$ cat src/rtl/dbg_cmd_pkg.sv
package dbg_cmd_pkg;

  // source chosen for the command register on a given edge
  typedef enum logic [1:0] {
    SRC_HOLD = 2'd0,
    SRC_PAR  = 2'd1,
    SRC_CLR  = 2'd2,
    SRC_SER  = 2'd3
  } cmd_src_e;

  // bit positions of the decoded flags, counted down from the MSB
  localparam int FLAG_HW_OFS   = 0;
  localparam int FLAG_DATA_OFS = 1;
  localparam int FLAG_RD_OFS   = 2;
  localparam int FLAG_BG_OFS   = 3;
  localparam int FLAG_WORD_OFS = 4;
  localparam int FLAG_DBG_OFS  = 5;

endpackage

$ cat src/rtl/dbg_shift_in.sv
module dbg_shift_in #(
  parameter int W = 8
) (
  input  logic         clk,
  input  logic         rst_n,
  input  logic         bit_valid,
  input  logic         bit_in,
  input  logic         flush,
  output logic         cmd_start,
  output logic         byte_done,
  output logic [W-1:0] byte_out
);
  localparam int CW = $clog2(W);
  localparam logic [CW-1:0] LAST = CW'(W - 1);

  logic [CW-1:0] cnt;
  logic [W-1:0]  sh;

  assign cmd_start = bit_valid && (cnt == '0);
  assign byte_done = bit_valid && !flush && (cnt == LAST);
  assign byte_out  = {sh[W-2:0], bit_in};

  always_ff @(posedge clk or negedge rst_n) begin
    if (!rst_n) begin
      cnt <= '0;
      sh  <= '0;
    end else if (flush) begin
      cnt <= '0;
      sh  <= '0;
    end else if (bit_valid) begin
      sh  <= byte_out;
      cnt <= (cnt == LAST) ? '0 : cnt + CW'(1);
    end
  end


  byte_wrap_chk: assert property (@(posedge clk) disable iff (!rst_n)
    byte_done |=> (cnt == '0));


  flush_drop_chk: assert property (@(posedge clk) disable iff (!rst_n)
    flush |=> (cnt == '0));

endmodule

$ cat src/rtl/dbg_idle_timer.sv
module dbg_idle_timer #(
  parameter int LIMIT = 512
) (
  input  logic clk,
  input  logic rst_n,
  input  logic host_fall,
  output logic timeout
);
  localparam int CW = $clog2(LIMIT + 1);
  localparam logic [CW-1:0] SAT  = CW'(LIMIT);
  localparam logic [CW-1:0] FIRE = CW'(LIMIT - 1);

  logic [CW-1:0] cnt;

  assign timeout = !host_fall && (cnt == FIRE);

  always_ff @(posedge clk or negedge rst_n) begin
    if (!rst_n)            cnt <= '0;
    else if (host_fall)    cnt <= '0;
    else if (cnt != SAT)   cnt <= cnt + CW'(1);
  end


  idle_sat_chk: assert property (@(posedge clk) disable iff (!rst_n)
    (cnt == SAT && !host_fall) |=> (cnt == SAT));


  single_clear_chk: assert property (@(posedge clk) disable iff (!rst_n)
    timeout |=> !timeout);


  restart_chk: assert property (@(posedge clk) disable iff (!rst_n)
    host_fall |=> (cnt == '0));

endmodule

$ cat src/rtl/dbg_clk_select.sv
module dbg_clk_select #(
  parameter int GUARD = 150
) (
  input  logic clk,
  input  logic rst_n,
  input  logic req,
  input  logic req_val,
  input  logic cmd_start,
  input  logic bus_slow,
  output logic sel,
  output logic use_bus
);
  localparam int GW = $clog2(GUARD + 1);
  localparam logic [GW-1:0] GLOAD = GW'(GUARD);

  logic          pend;
  logic          pval;
  logic [GW-1:0] guard;
  logic          commit;

  assign commit  = pend && !req && cmd_start && (guard == '0);
  assign use_bus = sel | bus_slow;

  always_ff @(posedge clk or negedge rst_n) begin
    if (!rst_n) begin
      pend  <= 1'b0;
      pval  <= 1'b0;
      guard <= '0;
      sel   <= 1'b0;
    end else if (req) begin
      pend  <= 1'b1;
      pval  <= req_val;
      guard <= GLOAD;
    end else begin
      if (guard != '0) guard <= guard - GW'(1);
      if (commit) begin
        sel  <= pval;
        pend <= 1'b0;
      end
    end
  end


  sel_at_start_chk: assert property (@(posedge clk) disable iff (!rst_n)
    (sel != $past(sel)) |-> $past(cmd_start));


  req_pending_chk: assert property (@(posedge clk) disable iff (!rst_n)
    req |=> pend);

endmodule

$ cat src/rtl/dbg_cmd_reg.sv
module dbg_cmd_reg #(
  parameter int CMD_W        = 8,
  parameter int IDLE_LIMIT   = 512,
  parameter int GUARD_CYCLES = 150
) (
  input  logic             clk,
  input  logic             rst_n,
  input  logic             ser_valid,
  input  logic             ser_bit,
  input  logic             host_fall,
  input  logic             par_we,
  input  logic [CMD_W-1:0] par_data,
  input  logic             clk_sel_req,
  input  logic             clk_sel_val,
  input  logic             bus_slow,
  output logic [CMD_W-1:0] cmd_out,
  output logic             sdv,
  output logic             clk_sel,
  output logic             use_bus_clk,
  output logic             f_hw,
  output logic             f_data,
  output logic             f_read,
  output logic             f_bgnd,
  output logic             f_word,
  output logic             f_dbg
);
  import dbg_cmd_pkg::*;

  localparam int TOP = CMD_W - 1;

  logic             cmd_start;
  logic             byte_done;
  logic [CMD_W-1:0] byte_val;
  logic             idle_clr;
  cmd_src_e         src;

  dbg_shift_in #(.W(CMD_W)) u_shift (
    .clk       (clk),
    .rst_n     (rst_n),
    .bit_valid (ser_valid),
    .bit_in    (ser_bit),
    .flush     (idle_clr),
    .cmd_start (cmd_start),
    .byte_done (byte_done),
    .byte_out  (byte_val)
  );

  dbg_idle_timer #(.LIMIT(IDLE_LIMIT)) u_idle (
    .clk       (clk),
    .rst_n     (rst_n),
    .host_fall (host_fall),
    .timeout   (idle_clr)
  );

  dbg_clk_select #(.GUARD(GUARD_CYCLES)) u_csel (
    .clk       (clk),
    .rst_n     (rst_n),
    .req       (clk_sel_req),
    .req_val   (clk_sel_val),
    .cmd_start (cmd_start),
    .bus_slow  (bus_slow),
    .sel       (clk_sel),
    .use_bus   (use_bus_clk)
  );

  // priority: parallel write, then idle clear, then serial load
  always_comb begin
    if (par_we)         src = SRC_PAR;
    else if (idle_clr)  src = SRC_CLR;
    else if (byte_done) src = SRC_SER;
    else                src = SRC_HOLD;
  end

  always_ff @(posedge clk or negedge rst_n) begin
    if (!rst_n) begin
      cmd_out <= '0;
      sdv     <= 1'b0;
    end else begin
      sdv <= (src == SRC_SER);
      unique case (src)
        SRC_PAR:  cmd_out <= par_data;
        SRC_CLR:  cmd_out <= '0;
        SRC_SER:  cmd_out <= byte_val;
        default:  cmd_out <= cmd_out;
      endcase
    end
  end

  assign f_hw   = cmd_out[TOP - FLAG_HW_OFS];
  assign f_data = cmd_out[TOP - FLAG_DATA_OFS];
  assign f_read = cmd_out[TOP - FLAG_RD_OFS];
  assign f_bgnd = cmd_out[TOP - FLAG_BG_OFS];
  assign f_word = cmd_out[TOP - FLAG_WORD_OFS];
  assign f_dbg  = cmd_out[TOP - FLAG_DBG_OFS];


  par_wins_chk: assert property (@(posedge clk) disable iff (!rst_n)
    par_we |=> (cmd_out == $past(par_data)));


  par_no_sdv_chk: assert property (@(posedge clk) disable iff (!rst_n)
    par_we |=> !sdv);


  sdv_pulse_chk: assert property (@(posedge clk) disable iff (!rst_n)
    sdv |=> !sdv);


  idle_clear_chk: assert property (@(posedge clk) disable iff (!rst_n)
    (idle_clr && !par_we) |=> (cmd_out == '0));

endmodule

$ cat config.mk
export PLATFORM = sky130hd
export DESIGN_NAME = dbg_cmd_reg
export DESIGN_NICKNAME = d
export VERILOG_FILES = /design/src/rtl/dbg_cmd_pkg.sv /design/src/rtl/dbg_shift_in.sv /design/src/rtl/dbg_idle_timer.sv /design/src/rtl/dbg_clk_select.sv /design/src/rtl/dbg_cmd_reg.sv
export SDC_FILE = /design/constraint.sdc
export NUM_CORES = 1
export LEC_CHECK = 0
export ABC_CLOCK_PERIOD_IN_PS = 2200
export CORE_AREA = 2 2 66 68
export DETAILED_ROUTE_END_ITERATION = 16
export DIE_AREA = 0 0 68 70
export PLACE_DENSITY = 0.76
export SLEW_MARGIN = 0
export SYNTH_ARGS = -nofsm -noshare
export SYNTH_HDL_FRONTEND = slang
export SYNTH_SLANG_ARGS = --single-unit
$ cat constraint.sdc
create_clock -name clk -period 2.2 [get_ports clk]
set_input_delay 0.33 -clock clk [delete_from_list [all_inputs] [get_ports clk]]
set_output_delay 0.33 -clock clk [all_outputs]
set_load 0.02 [all_outputs]
==> results by group, run 1 <==
Run status
  • Status: finished, final reports clean

Synth
  • Main flop type after synthesis: dfrtp_1
  • Most instantiated library cell after synthesis: dfrtp_1
  • Number of distinct standard cells referenced by the synthesized netlist: 39
  • Share of the yosys chip area belonging to registers: 49.3%
  • Number of enable-type register cells in the synthesized netlist: 0
  • Fraction of registers with async set/reset: 100%
  • Flip-flop and latch count after synthesis: 40
  • Number of standard cells after synthesis: 195
  • List of most frequent post-synthesis cells: dfrtp_1 (40), nor2_1 (22), mux2i_1 (20)
  • Post-Syn Area: 2030 sq um
  • Area share of the leading cell type in the synthesized netlist: 49.3%
  • Total number of yosys warnings: 0
  • Largest cells by area after synthesis: dfrtp_1 (49%), mux2i_1 (9.9%), nor2_1 (4.1%), ha_1 (3.7%), o31ai_1 (3.3%)
  • Post-synth top area cell: dfrtp_1
  • Synthesized netlist net count: 218
  • Avg Cell Area, Syn: 10.4 sq um

Routing
  • Final routed wirelength across all metal layers: 3.63 mm
  • Remaining antenna violation count after routing: 0
  • Remaining routing DRC violations: 0
  • First drt pass iteration count: 5
  • Total number of vias: 1506
  • Number of vias per cell after detailed routing: 5.34
  • Wire length per cell after detailed routing: 12.9 microns
  • Iteration-0 DRC Markers: 33

Flow run
  • Number of maximum-capacitance violations: 0

Worst setup path
  • Path length in cells of the critical path: 5
  • Required arrival time at the worst endpoint: 2.37 ns
  • Data arrival time at the worst-slack endpoint: 2.17 ns
  • Crit path launch type: flop
  • Crit-path leading delay family: simple AND/OR/NAND/NOR gates
  • Type of the worst setup path: flop to flop
  • Number of buffer and inverter stages on the critical path: 1
  • Critical Path Max Stage Delay: 0.52 ns
  • CP cell instances: inv_1 -> ha_1 -> or4b_4 -> nor4_2 -> mux2_2
  • Number of cell instances on the worst register-to-register path: 5
  • Critical-path cell with the highest stage delay: or4b_4
  • Largest driver fanout on the critical path: 6
  • Crit path capture type: flop

Clock network
  • CTS max path bufs: 2
  • CTS tree: built
  • Cell chosen for the clock root: clkbuf_8
  • # H-tree levels: 2
  • Number of clock buffers inserted by TritonCTS: 5
  • Clock insertion delay at the later pin of the skew report: 0.28 ns
  • Number of resized instances in the post-cts repair step: 0
  • Total clock sinks: 40
  • Cts-stage hold buffer count: 1
  • Number of buffers inserted to repair setup after CTS: 0
  • Clock input transition at the sequential cells of the worst setup and hold paths: 0.07 ns

STA
  • Final hold violation count: 0
  • Worst slew margin relative to its limit: 60.7%
  • Fin crit period: 2.00 ns
  • Setup slack of the critical path after layout: 0.195 ns
  • Post-Route Skew: 0.00295 ns
  • Final setup vio count: 0
  • Max-slew violation count: 0
  • Transition time of the tightest slew-check pin: 0.587 ns
  • Final critical-path share of the clock period: 91.1%
  • Fin Setup TNS: 0 ns
  • Unrepaired setup endpoints after global routing: no
  • Fmax: 0.499 GHz

Pwr
  • Pwr/cell area: 731 nW/um^2
  • Clock power frac: 26.1%
  • Switching power total: 517 uW
  • Internal portion of total power: 1310 uW
  • Maximum ir drop on the vdd rail: 0.400 mV
  • Fraction of power consumed by sequential logic: 50.1%
  • Net switching share of the total power: 28.4%
  • Total leakage power: 0.00111 uW
  • Combinational power share: 23.7%

Placement
  • Worst setup slack before clock tree synthesis: 0.202 ns
  • Routability congestion estimate: 0.911
  • HPWL after DPL: 2.73 mm
  • Number of input and output port buffers inserted: 33

Cells and area
  • Share of layout cells above drive strength 1: 9.13%
  • N_diodes: 0
  • Post-layout net count: 252
  • Layout area overhead: 22.8%

Die
  • Starting density of the core: 49.0%
  • Count of boundary I/O pins: 34
  • Die height: 70 microns
  • Die footprint: 4760 sq um
  • Core Footprint: 4140 sq um
  • Die W: 68 microns
  • Number of core rows: 24

Hold path
  • Hold Path Class: input port to async pin

GRT
  • Global-route wire length before repair: 6.60 mm
  • Maximum number of pins on one net before global-route repair: 20
  • Global-route usage over all layers: 18.1%
  • Grt ovf: 0
  • Initial antenna violation count: 0
  • Via count of the first global-routing pass: 1465
through the flow:
| stage | util (%) | cells | area [sq um] | power [uW] | hold slack, ns |
|---|---|---|---|---|---|
| 6_report | 60.1 | 282 | 2490 | 1820 | 0.427 |
| 5_1_grt | 60.1 | 282 | 2490 | 1940 | 0.450 |
| 4_1_cts | 60.1 | 282 | 2490 | 1850 | 0.427 |
| 3_5_place_dp | 57.7 | 273 | 2390 | 1360 | 0.200 |
| 3_3_place_gp | 57.7 | 273 | 2390 | 1340 | 0.197 |
| 2_1_floorplan | - | 195 | 2030 | 1190 | 0.0344 |
cell type report:
type	count	area, sq um
Fill cell	349	1650
Multi-Input combinational cell	132	918
Clock buffer	8	90.1
Sequential cell	40	1000
Inverter	10	37.5
Timing Repair Buffer	40	380
Tap cell	52	65.1
state kept, by name (all words and copies together) (netlist names):
register      cells
u_csel.pend       1
u_csel.guard      8
u_csel.pval       1
u_csel.sel        1
cmd_out           8
sdv               1
u_shift.sh        7
u_idle.cnt       10
u_shift.cnt       3
cell families after synthesis:
| kind of cell | share of synthesized area, % |
|---|---|
| adders and majority gates | 3.70 |
| buffers and inverters | 5.43 |
| AOI/OAI and AO/OA | 9.68 |
| xor gates and xnor gates | 0.863 |
| DFF | 49.3 |
| and+or+nand+nor | 18.9 |
| muxes | 12.1 |
final timing paths:
kind	from	to	slack, ns
setup / recovery	u_csel.guard[0]	u_csel.sel	0.20
hold / removal	rst_n	cmd_out[6]	0.43
setup reg to reg	u_csel.guard[0]	u_csel.sel	0.20
hold reg to reg	u_csel.pend	u_csel.pend	0.50
max in group asynchronous	rst_n	u_idle.cnt[3]	1.30
min in group clk	u_csel.pend	u_csel.pend	0.50
placed cells by master (no fill, tap or decap), types with 2 or more instances in the layout:
| cell | synthesis | final |
|---|---|---|
| a21oi_1 | 8 | 8 |
| buf_4 | 6 | 6 |
| clkbuf_1 | 4 | 2 |
| clkbuf_8 | 0 | 6 |
| clkdlybuf4s50_1 | 0 | 32 |
| dfrtp_1 | 40 | 40 |
| ha_1 | 6 | 6 |
| inv_1 | 10 | 10 |
| mux2_2 | 4 | 4 |
| mux2i_1 | 20 | 20 |
| nand2_1 | 12 | 12 |
| nand2b_1 | 4 | 4 |
| nand3_1 | 4 | 4 |
| nand4_1 | 2 | 2 |
| nor2_1 | 22 | 22 |
| nor2b_1 | 2 | 2 |
| nor3_1 | 5 | 5 |
| nor4b_1 | 2 | 2 |
| o211ai_1 | 2 | 2 |
| o21ai_0 | 7 | 7 |
| o31ai_1 | 9 | 9 |
| or3_1 | 6 | 6 |
worst register-to-register path, stage by stage, from the launching register on:
cell and delay, ns:
dfrtp_1 0.39, inv_1 0.08, ha_1 0.21, or4b_4 0.52
nor4_2 0.32, mux2_2 0.37
layer usage:
layer,vias up,GRT usage (%),share of wire [%]
li1,762,-,-
met1,712,24.1,45
met2,24,28.3,50
met3,8,5.31,3.6
met4,0,5.33,1.4
met5,-,0,0
power groups by stage:
stage | clock network [uW] | logic, uW | registers [uW]
6_report | 476 | 432 | 914
2_1_floorplan | 0 | 255 | 938
3_5_place_dp | 0 | 430 | 928
4_1_cts | 499 | 439 | 915
3_3_place_gp | 0 | 417 | 926
5_1_grt | 527 | 486 | 928
(Power assumes the default switching activity.)
==> run 2: changes to the inputs <==
--- a/config.mk
+++ b/config.mk
@@ -7,8 +7,7 @@
 export LEC_CHECK = 0
-export ABC_CLOCK_PERIOD_IN_PS = 2200
-export CORE_AREA = 2 2 66 68
+export ABC_CLOCK_PERIOD_IN_PS = 2370
+export CORE_AREA = 2 2 63 65
 export DETAILED_ROUTE_END_ITERATION = 16
-export DIE_AREA = 0 0 68 70
-export PLACE_DENSITY = 0.76
-export SLEW_MARGIN = 0
+export DIE_AREA = 0 0 65 67
+export PLACE_DENSITY = 0.83
 export SYNTH_ARGS = -nofsm -noshare
==> constraint.sdc (replaced) <==
create_clock -name clk -period 2.37 [get_ports clk]
set_input_delay 0.3555 -clock clk [delete_from_list [all_inputs] [get_ports clk]]
set_output_delay 0.3555 -clock clk [all_outputs]
set_load 0.1 [all_outputs]
==> results by group, run 2 (same netlist as run 1, synthesis figures left out) <==
Placement
  • Routability congestion estimate: 0.805 (-12%)
  • Number of input and output port buffers inserted: 33 (unchanged)
  • Placed Area: 2340 sq um (-2.1%)
  • HPWL after DPL: 2.57 mm (-5.9%)
  • Cell count after placement: 267 (-2.2%)

Die
  • Die W: 65 microns (-4.4%)
  • Starting density of the core: 56.3% (+7.3 points)
  • Die footprint: 4360 sq um (-8.5%)
  • Core Footprint: 3610 sq um (-13%)
  • Count of boundary I/O pins: 34 (unchanged)
  • Die height: 67 microns (-4.3%)
  • Number of core rows: 22 (-8.3%)

Clock network
  • Clock input transition at the sequential cells of the worst setup and hold paths: 0.08 ns (about the same)
  • # H-tree levels: 2 (unchanged)
  • Number of resized instances in the post-cts repair step: 0 (unchanged)
  • Number of clock buffers inserted by TritonCTS: 5 (unchanged)
  • CTS tree: built
  • Number of buffers inserted to repair setup after CTS: 0 (unchanged)
  • Cell chosen for the clock root: clkbuf_8
  • Cts-stage hold buffer count: 0 (-1)
  • CTS max path bufs: 2 (unchanged)
  • Total clock sinks: 40 (unchanged)
  • Clock insertion delay at the later pin of the skew report: 0.29 ns (about the same)

Routing
  • Remaining antenna violation count after routing: 0 (unchanged)
  • Iteration-0 DRC Markers: 55 (+67%)
  • Wire length per cell after detailed routing: 13.2 microns (+2.6%)
  • Final routed wirelength across all metal layers: 3.63 mm (about the same)
  • First drt pass iteration count: 4 (-1)
  • Total number of vias: 1499 (-0.46%)
  • Number of vias per cell after detailed routing: 5.45 (+2.1%)
  • Remaining routing DRC violations: 0 (unchanged)

Cells and area
  • Post-layout net count: 249 (-1.2%)
  • Share of layout cells above drive strength 1: 16.3% (+7.2 points)
  • Top Registers: u_idle.cnt (10), cmd_out (8), u_csel.guard (8)
  • Most frequent cells in the layout: dfrtp_1 (40), nor2_1 (22), mux2i_1 (20), buf_4 (20), clkdlybuf4s50_1 (15)
  • Finished Cell Area: 2440 sq um (-2.3%)
  • Cell Count, Final, Fillers Out: 275 (-2.5%)
  • N_diodes: 0 (unchanged)
  • Register with the highest flop count: u_idle.cnt
  • Layout area overhead: 20.0%
  • Max FFs per register: 10 (unchanged)
  • Most common library cell in the layout ignoring fill and taps: dfrtp_1

Worst setup path
  • Required arrival time at the worst endpoint: 2.55 ns (+0.18 ns)
  • Largest driver fanout on the critical path: 6 (unchanged)
  • Crit path capture type: flop
  • Data arrival time at the worst-slack endpoint: 2.23 ns (+0.06 ns)
  • CP cell instances: inv_1 -> ha_1 -> or4b_4 -> nor4_2 -> mux2_2
  • Crit path launch type: flop
  • R2r startpoint: u_csel.guard[0]
  • Critical Path Max Stage Delay: 0.53 ns (about the same)
  • Type of the worst setup path: flop to flop
  • Critical-path cell with the highest stage delay: or4b_4
  • Worst setup startpoint: u_csel.guard[0]

GRT
  • Initial antenna violation count: 0 (unchanged)
  • Via count of the first global-routing pass: 1462 (-0.20%)
  • Global-route usage over all layers: 19.3% (+1.2 points)
  • Grt ovf: 0 (unchanged)
  • Maximum number of pins on one net before global-route repair: 41 (+110%)
  • Global-route wire length before repair: 6.38 mm (-3.3%)

STA
  • Fin crit period: 2.05 ns (+0.0454 ns)
  • Worst slew margin relative to its limit: 41.6% (-19 points)
  • Fmax: 0.488 GHz (-2.2%)
  • Post-Route Skew: 0.0106 ns (+0.00769 ns)
  • Final critical-path share of the clock period: 86.5% (-4.6 points)
  • Final hold violation count: 0 (unchanged)
  • Max-slew violation count: 0 (unchanged)
  • Final setup vio count: 0 (unchanged)
  • Transition time of the tightest slew-check pin: 0.876 ns (+0.289 ns)
  • Unrepaired setup endpoints after global routing: no
  • Fin Setup TNS: 0 ns (unchanged)

Pwr
  • Pwr/cell area: 790 nW/um^2 (+8.1%)
  • Total leakage power: 0.00112 uW (+0.94%)
  • Maximum ir drop on the vdd rail: 0.499 mV (+25%)

Hold path
  • Hold Path Class: input port to async pin

Flow run
  • Number of maximum-capacitance violations: 0 (unchanged)

Run status
  • Status: finished, final reports clean
[run 2: final timing paths]
kind	end	slack [ns]	cells after the start
min	u_idle.cnt[4]	0.18	1
max reg2reg	u_csel.sel	0.32	5
min in group clk	u_csel.pend	0.50	2
max in group asynchronous	u_csel.guard[2]	1.63	1
min reg2reg	u_csel.pend	0.50	2
max	u_csel.sel	0.32	5
[run 2: worst max-delay path, delay by kind of cell, from the launching register on]
kind,cells,cell delay [ns]
AND/OR/NAND/NOR,2,0.86
flip-flops,1,0.40
multiplexers,1,0.37
adder cells (fa/ha/maj),1,0.22
buffers and inverters,1,0.09
[run 2: layer usage]
metal / track usage, % / up-vias / wire [microns]
li1: - / 742 / -
met1: 22.1 / 725 / 1650
met2: 33.5 / 26 / 1740
met3: 6.25 / 6 / 176
met4: 7.18 / 0 / 62
met5: 0 / - / 0
[run 2: final cells by class]
class                   count  area (sq um)
flip-flops and latches     40          1000
repair buffers             37           325
multi-input cells         132           918
clock inverters             1          7.51
well taps                  48          60.1
clock buffers               7          86.3
inverters                  10          37.5
fillers                   288          1170
[run 2: stage by stage]
step           hold slack [ns]  setup WS (ns)  power (uW)  util, %
2_1_floorplan           0.0599          0.472        1340        -
5_1_grt                  0.251          0.253        2040     67.6
6_report                 0.180          0.320        1930     67.6
3_3_place_gp             0.499          0.430        1460     65.0
3_5_place_dp             0.499          0.327        1480     65.0
4_1_cts                  0.197          0.317        1950     67.6
[run 2: where the power goes]
part | switching (uW) | internal [uW] | leakage (uW)
registers | 74.6 | 773 | 0.000493
logic | 429 | 186 | 0.000583
clock network | 226 | 236 | 0.0000445
total | 730 | 1200 | 0.00112
==> run 3: changes to the inputs <==
- SKIP_LAST_GASP: unset -> 1
==> results of run 3 <==
Same layout as run 2: the final DEF is identical, and so are final timing and power.
